**config.mk**
```make
export PLATFORM = sky130hd
export DESIGN_NAME = field_done_tracker
export DESIGN_NICKNAME = d
export VERILOG_FILES = /design/src/rtl/fdt_pkg.sv /design/src/rtl/fdt_cfg.sv /design/src/rtl/fdt_bufinfo.sv /design/src/rtl/fdt_irq.sv /design/src/rtl/field_done_tracker.sv
export SDC_FILE = /design/constraint.sdc
export NUM_CORES = 1
export LEC_CHECK = 0
export BUFFER_PORTS_ARGS = -buffer_cell sky130_fd_sc_hd__buf_2
export CELL_PAD_IN_SITES_DETAIL_PLACEMENT = 0
export CELL_PAD_IN_SITES_GLOBAL_PLACEMENT = 2
export CORE_MARGIN = 2
export CORE_UTILIZATION = 30
export CTS_CLUSTER_SIZE = 8
export DETAILED_ROUTE_END_ITERATION = 10
export MAX_ROUTING_LAYER = met4
export PLACE_DENSITY = 0.74
export SKIP_LAST_GASP = 1
export SYNTH_ARGS = -nofsm -noshare
export SYNTH_HDL_FRONTEND = slang
export SYNTH_HIERARCHICAL = 1
export SYNTH_SLANG_ARGS = --single-unit
export TNS_END_PERCENT = 20
```
**constraint.sdc**
```tcl
create_clock -name clk -period 1.9 [get_ports clk]
set_clock_uncertainty 0.05 [all_clocks]
set_input_delay 0.38 -clock clk [delete_from_list [all_inputs] [get_ports clk]]
set_output_delay 0.38 -clock clk [all_outputs]
set_load 0.01 [all_outputs]
```
**src/rtl/fdt_pkg.sv**
```systemverilog
package fdt_pkg;

    localparam int DATA_W = 32;
    localparam int ADDR_W = 32;
    localparam int DIM_W  = 17;
    localparam int LINE_W = 17;
    localparam int CNT_W  = 32;
    localparam int RA_W   = 4;
    localparam int IRQ_N  = 2;
    localparam int IRQ_FIELD = 0;
    localparam int IRQ_LINE  = 1;

    typedef enum logic [RA_W-1:0] {
        RA_IRQ_EN   = 4'd0,
        RA_IRQ_STAT = 4'd1,
        RA_LINE_THR = 4'd2,
        RA_HIDE_BAD = 4'd3,
        RA_EXP_H    = 4'd4,
        RA_COMMIT   = 4'd5,
        RA_ACK      = 4'd6,
        RA_AVAIL    = 4'd7,
        RA_WCOUNT   = 4'd8,
        RA_START    = 4'd9,
        RA_WIDTH    = 4'd10,
        RA_HEIGHT   = 4'd11,
        RA_F1       = 4'd12
    } reg_addr_e;

    typedef struct packed {
        logic [ADDR_W-1:0] start;
        logic [DIM_W-1:0]  width;
        logic [DIM_W-1:0]  height;
        logic              f1;
    } buf_info_t;

    function automatic logic [DATA_W-1:0] zext_dim(input logic [DIM_W-1:0] v);
        return {{(DATA_W-DIM_W){1'b0}}, v};
    endfunction

endpackage

```
**src/rtl/fdt_cfg.sv**
```systemverilog
module fdt_cfg
    import fdt_pkg::*;
(
    input  logic              clk,
    input  logic              rst,
    input  logic              wr_en,
    input  logic [RA_W-1:0]   wr_addr,
    input  logic [DATA_W-1:0] wr_data,
    output logic [IRQ_N-1:0]  irq_en,
    output logic [LINE_W-1:0] line_thr,
    output logic              hide_bad,
    output logic [DIM_W-1:0]  exp_h,
    output logic              commit_p,
    output logic              ack_p,
    output logic [IRQ_N-1:0]  stat_clr
);

    logic unused_wdata_hi;
    assign unused_wdata_hi = ^wr_data[DATA_W-1:DIM_W];

    assign commit_p = wr_en && (wr_addr == RA_COMMIT);
    assign ack_p    = wr_en && (wr_addr == RA_ACK);
    assign stat_clr = (wr_en && (wr_addr == RA_IRQ_STAT)) ? wr_data[IRQ_N-1:0] : '0;

    always_ff @(posedge clk) begin
        if (rst) begin
            irq_en   <= '0;
            line_thr <= '0;
            hide_bad <= 1'b0;
            exp_h    <= '0;
        end else if (wr_en) begin
            case (wr_addr)
                RA_IRQ_EN:   irq_en   <= wr_data[IRQ_N-1:0];
                RA_LINE_THR: line_thr <= wr_data[LINE_W-1:0];
                RA_HIDE_BAD: hide_bad <= wr_data[0];
                RA_EXP_H:    exp_h    <= wr_data[DIM_W-1:0];
                default: ;
            endcase
        end
    end

endmodule

```
**src/rtl/fdt_bufinfo.sv**
```systemverilog
module fdt_bufinfo
    import fdt_pkg::*;
(
    input  logic             clk,
    input  logic             rst,
    input  logic             field_done,
    input  buf_info_t        info_in,
    input  logic             broken,
    input  logic             hide_bad,
    input  logic [DIM_W-1:0] exp_h,
    input  logic             ack_p,
    input  logic             commit_p,
    output logic             avail,
    output buf_info_t        info,
    output logic [CNT_W-1:0] wcount
);

    logic damaged;
    logic accept;
    logic capture;

    assign damaged = broken || (info_in.height != exp_h);
    assign accept  = field_done && !(hide_bad && damaged);
    assign capture = accept && (!avail || ack_p);

    always_ff @(posedge clk) begin
        if (rst) begin
            avail <= 1'b0;
        end else if (accept) begin
            avail <= 1'b1;
        end else if (ack_p) begin
            avail <= 1'b0;
        end
    end

    always_ff @(posedge clk) begin
        if (rst) begin
            info <= '0;
        end else if (capture) begin
            info <= info_in;
        end
    end

    always_ff @(posedge clk) begin
        if (rst) begin
            wcount <= '0;
        end else if (commit_p) begin
            wcount <= {{(CNT_W-1){1'b0}}, accept};
        end else if (accept) begin
            wcount <= wcount + 1'b1;
        end
    end

endmodule

```
**src/rtl/fdt_irq.sv**
```systemverilog
module fdt_irq
    import fdt_pkg::*;
(
    input  logic              clk,
    input  logic              rst,
    input  logic              field_done,
    input  logic              line_done,
    input  logic [LINE_W-1:0] line_num,
    input  logic [LINE_W-1:0] line_thr,
    input  logic [IRQ_N-1:0]  irq_en,
    input  logic [IRQ_N-1:0]  stat_clr,
    output logic [IRQ_N-1:0]  stat,
    output logic              irq
);

    logic [IRQ_N-1:0] ev;
    logic [IRQ_N-1:0] stat_d;

    always_comb begin
        ev            = '0;
        ev[IRQ_FIELD] = field_done;
        ev[IRQ_LINE]  = line_done && (line_num == line_thr);
        for (int b = 0; b < IRQ_N; b++) begin
            stat_d[b] = ev[b] || (stat[b] && !stat_clr[b]);
        end
    end

    always_ff @(posedge clk) begin
        if (rst) begin
            stat <= '0;
            irq  <= 1'b0;
        end else begin
            stat <= stat_d;
            irq  <= |(stat & irq_en);
        end
    end

endmodule

```
**src/rtl/field_done_tracker.sv**
```systemverilog
module field_done_tracker
    import fdt_pkg::*;
(
    input  logic              clk,
    input  logic              rst,
    input  logic              reg_wr,
    input  logic [RA_W-1:0]   reg_addr,
    input  logic [DATA_W-1:0] reg_wdata,
    output logic [DATA_W-1:0] reg_rdata,
    input  logic              line_done,
    input  logic [LINE_W-1:0] line_num,
    input  logic              field_done,
    input  logic [ADDR_W-1:0] fld_start,
    input  logic [DIM_W-1:0]  fld_width,
    input  logic [DIM_W-1:0]  fld_height,
    input  logic              fld_f1,
    input  logic              fld_broken,
    output logic              irq
);

    logic [IRQ_N-1:0]  irq_en;
    logic [LINE_W-1:0] line_thr;
    logic              hide_bad;
    logic [DIM_W-1:0]  exp_h;
    logic              commit_p;
    logic              ack_p;
    logic [IRQ_N-1:0]  stat_clr;
    logic [IRQ_N-1:0]  stat;
    logic              avail;
    buf_info_t         info;
    buf_info_t         info_in;
    logic [CNT_W-1:0]  wcount;

    assign info_in = '{start: fld_start, width: fld_width, height: fld_height, f1: fld_f1};

    fdt_cfg u_cfg (
        .clk(clk), .rst(rst),
        .wr_en(reg_wr), .wr_addr(reg_addr), .wr_data(reg_wdata),
        .irq_en(irq_en), .line_thr(line_thr), .hide_bad(hide_bad), .exp_h(exp_h),
        .commit_p(commit_p), .ack_p(ack_p), .stat_clr(stat_clr)
    );

    fdt_bufinfo u_buf (
        .clk(clk), .rst(rst),
        .field_done(field_done), .info_in(info_in), .broken(fld_broken),
        .hide_bad(hide_bad), .exp_h(exp_h), .ack_p(ack_p), .commit_p(commit_p),
        .avail(avail), .info(info), .wcount(wcount)
    );

    fdt_irq u_irq (
        .clk(clk), .rst(rst),
        .field_done(field_done), .line_done(line_done), .line_num(line_num),
        .line_thr(line_thr), .irq_en(irq_en), .stat_clr(stat_clr),
        .stat(stat), .irq(irq)
    );

    always_comb begin
        reg_rdata = '0;
        case (reg_addr)
            RA_IRQ_EN:   reg_rdata[IRQ_N-1:0]  = irq_en;
            RA_IRQ_STAT: reg_rdata[IRQ_N-1:0]  = stat;
            RA_LINE_THR: reg_rdata[LINE_W-1:0] = line_thr;
            RA_HIDE_BAD: reg_rdata[0]          = hide_bad;
            RA_EXP_H:    reg_rdata             = zext_dim(exp_h);
            RA_AVAIL:    reg_rdata[0]          = avail;
            RA_WCOUNT:   reg_rdata[CNT_W-1:0]  = wcount;
            RA_START:    reg_rdata[ADDR_W-1:0] = info.start;
            RA_WIDTH:    reg_rdata             = zext_dim(info.width);
            RA_HEIGHT:   reg_rdata             = zext_dim(info.height);
            RA_F1:       reg_rdata[0]          = info.f1;
            default:     reg_rdata             = '0;
        endcase
    end

endmodule

```
==> results.py <==
metrics = {
    "run_status": {
        "outcome": "finished, violations left",
        "violations": "setup timing",
    },
    "drt": {
        "drt_iter0_drc": 389,
        "drc": 0,
        "vias_per_cell": 4.83,
        "firstDrtPassIters": 5,
        "final_antenna_net_count": 0,
        "wirelength_um": 26300,
        "post_drt_wl_per_cell_um": 18.2,
        "routed-via-count": 6970,
    },
    "sta": {
        "relSlewSlack_pct": 71.5,
        "hold_violations": 0,
        "fmaxAchievable_ghz": 0.460,
        "slew_violations": 0,
        "setup_viol": 126,
        "post-route-period-util_pct": 114,
        "rsz0062_at_grt": "yes",
        "worst_pin_slew_ns": 0.427,
        "fin_ws_ns": -0.273,
        "layout_min_cycle_time_ns": 2.17,
    },
    "floorplanning": {
        "dieHeight_um": 164,
        "fp-row-count": 58,
        "start_util_pct": 30.6,
        "coreArea_um2": 25200,
        "die_x_um": 164,
        "io_pins": 159,
        "die-area_um2": 27000,
    },
    "global_routing": {
        "grt_pass1_wl_um": 40400,
        "grt.overflow.total": 0,
        "top_usage_layer": "met2",
        "grt_util_met2_pct": 31.9,
        "use_met1_pct": 26.8,
        "grt_use_total_pct": 20.5,
        "grt_max_degree": 70,
        "antenna_found_initial": 0,
        "grt_use_met3_pct": 3.38,
        "grt_pass1_vias": 7092,
    },
    "layout": {
        "fillCellCount": 2458,
        "syn_to_final_growth_pct": 44.7,
        "diodes": 0,
        "multi_input_area_um2": 4960,
        "regArea_um2": 2840,
        "stdcell_count": 1443,
        "final_nets": 1227,
        "drive_above_1_share_pct": 39.4,
    },
    "yosys": {
        "synth_area_leader_cell": "dfxtp_1",
        "synth_area_leaders": "dfxtp_1 36%, nand2b_1 14%, mux2i_1 12%, o21ai_0 3.2%, a22oi_1 2.4%",
        "syn-num-nets": 982,
        "syn_area_um2": 7700,
        "netlist_instances": 855,
        "async_flop_share_pct": 0,
        "synth_common_cells": "175 x nand2b_1, 140 x dfxtp_1, 92 x mux2i_1, 49 x o21ai_0, 35 x clkbuf_1",
        "avgSynthCellArea_um2": 9.01,
        "yosysMostFrequentCell": "nand2b_1",
        "synth_top_area_share_pct": 36.4,
        "ys.warnings.count": 6,
        "synth_flop_cell": "dfxtp_1",
        "synth_edf_count": 0,
        "ys_types": 63,
        "synth_seq_cells": 140,
        "seq_area_frac_synth_pct": 36.4,
    },
    "place": {
        "dpl.hpwl_um": 19500,
        "dp_slack_ns": -0.548,
        "gp_congestion": 0.815,
        "dp.cells": 1393,
        "port-buffer-count": 143,
    },
    "clocking": {
        "clock_latency_ns": 0.44,
        "cts_buffers": 17,
        "clk_path_buf_depth": 2,
        "cts_hold_buf": 0,
        "htree_levels": 4,
        "cts.clk_slew.worst_paths_ns": 0.07,
        "cts_root_buf": "clkbuf_16",
        "cts_tree": "built",
        "cts_num_sinks": 140,
    },
    "power": {
        "swShare_pct": 28.0,
        "vdd_drop_max_mv": 0.425,
        "power_density_nw_per_um2": 683,
        "switchingPower_mw": 2.13,
        "leakage_nw": 4.53,
        "power_frac_seq_pct": 41.2,
        "pwr-share-comb_pct": 13.7,
        "p_clk_share_pct": 45.1,
        "internal_power_mw": 5.49,
    },
    "critical_path": {
        "r2r_cells": 8,
        "critPathMaxFanout": 7,
        "worstSetupStartpointType": "flop",
        "reg2reg_to": "u_buf/wcount[24]",
        "timing_worst_setup_path_type": "flop to flop",
        "worst_path_max_delay_cell": "or4_1",
        "slowest_delay_ns": 0.46,
        "critPathTopFamily": "simple AND/OR/NAND/NOR gates",
        "reg2reg_from": "u_cfg/exp_h[14]",
        "critPathBufInv": 2,
        "rrSetupSlack_ns": -0.27,
        "crit_chain": "xnor2_2 > nand4_1 > nor3_2 > buf_4 > a41oi_4 > buf_12 > or4_1 > a21oi_1",
        "worst_setup_path_end_kind": "flop",
        "worstPathRequired_ns": 2.22,
        "cp.arrival_ns": 2.50,
    },
    "hold_path": {
        "min_from": "fld_width[6]",
        "min-delay-path-class": "input port to flop",
        "min_path_cells": 3,
        "whs_endpoint": "u_buf/info[24]",
    },
    "run": {
        "drv_cap": 0,
    },
}
[cells in the final DEF, fill, tap and decap left out, drive strengths merged, types with 3 or more instances in the layout]
cell type	n
clkbuf	20
o211ai	8
xnor2	20
or4	9
nand4	10
nand3	10
nor2b	24
and2	3
dfxtp	140
o31ai	9
a21oi	34
mux2i	92
inv	26
a22oi	25
bufbuf	3
or3	24
xor2	16
o21ai	63
buf	280
o22ai	4
nor4	4
nand2b	176
mux2	10
nor3	6
and4	3
or2	5
nor2	17
a22o	20
nand2	24
and3	3
a222oi	3
[power groups by stage]
stage / clock network [mW] / logic (mW) / registers, mW
finish: 3.43 / 1.04 / 3.14
global route: 3.63 / 1.13 / 3.15
CTS: 3.49 / 1.02 / 3.14
detailed placement: 0 / 0.937 / 3.20
global placement: 0 / 0.935 / 3.20
floorplan: 0 / 0.509 / 3.16
[tightest hold or removal path: cells and delay by family]
kind,cells,cell delay [ns]
buffers and inverters,1,0.10
multiplexers,1,0.06
AND/OR/NAND/NOR,1,0.05
[stage by stage]
step	power [mW]	util [%]	TNS, ns	instance area [um2]	hold slack, ns
5_1_grt	7.90	44.3	-24.62	11100	0.133
2_1_floorplan	3.67	-	-1.08	7770	0.384
3_5_place_dp	4.14	38.7	-46.77	9750	0.410
4_1_cts	7.65	43.6	-15.12	11000	0.134
6_report	7.61	44.3	-15.93	11100	0.139
3_3_place_gp	4.14	38.7	-44.79	9750	0.405
[flip-flops by register name (all words and copies together), names as in the netlist]
name	flops
u_buf/info	67
u_buf/wcount	32
u_cfg/exp_h	17
u_cfg/line_thr	17
u_cfg/irq_en	2
u_irq/stat	2
u_buf/avail	1
u_cfg/hide_bad	1
u_irq/irq	1
[cell type report]
cell class / count / share of cell area [%]
Multi-Input combinational cell: 641 / 44.5
Sequential cell: 140 / 25.4
Timing Repair Buffer: 286 / 20.6
Clock buffer: 17 / 3.82
Tap cell: 330 / 3.70
Clock inverter: 15 / 1.49
Inverter: 14 / 0.494
[cells by family (layout without fill, tap and decap cells)]
family	Yosys count	count (layout)	synth area share [%]
simple gates	326	326	26.6
buf+inv	74	332	4.50
xor+xnor	36	36	4.09
fa+ha+maj	1	1	0.162
flops	140	140	36.4
mux	104	104	14.0
compound gates	174	174	14.3
[how the worst max path moves through the flow]
| stage | from | to | slack, ns | depth (start not counted) |
|---|---|---|---|---|
| after detailed placement | fld_height[6] | u_buf/wcount[26] | -0.55 | 9 |
| final | u_cfg/exp_h[14] | u_buf/wcount[24] | -0.27 | 8 |
| after CTS | u_irq/stat[0] | reg_rdata[0] | -0.27 | 5 |
| after global placement | fld_height[6] | u_buf/wcount[24] | -0.56 | 9 |
| after global routing | u_cfg/exp_h[14] | u_buf/wcount[24] | -0.32 | 8 |
| after floorplan | u_buf/wcount[8] | u_buf/wcount[31] | -0.09 | 6 |
[repair_timing]
action                                  in CTS  in global routing
setup buffers                               14                  1
gates cloned                                 6                  2
pin swaps                                   40                 21
endpoints found under the setup margin     129                129
resized for setup                          106                 35
[per-layer routing]
layer	part of all wire, %	vias to the layer above
met1	47	3287
met3	3.6	28
li1	-	3500
met5	0	-
met4	2.5	0
met2	47	155
Power figures use the tool's default switching activity.
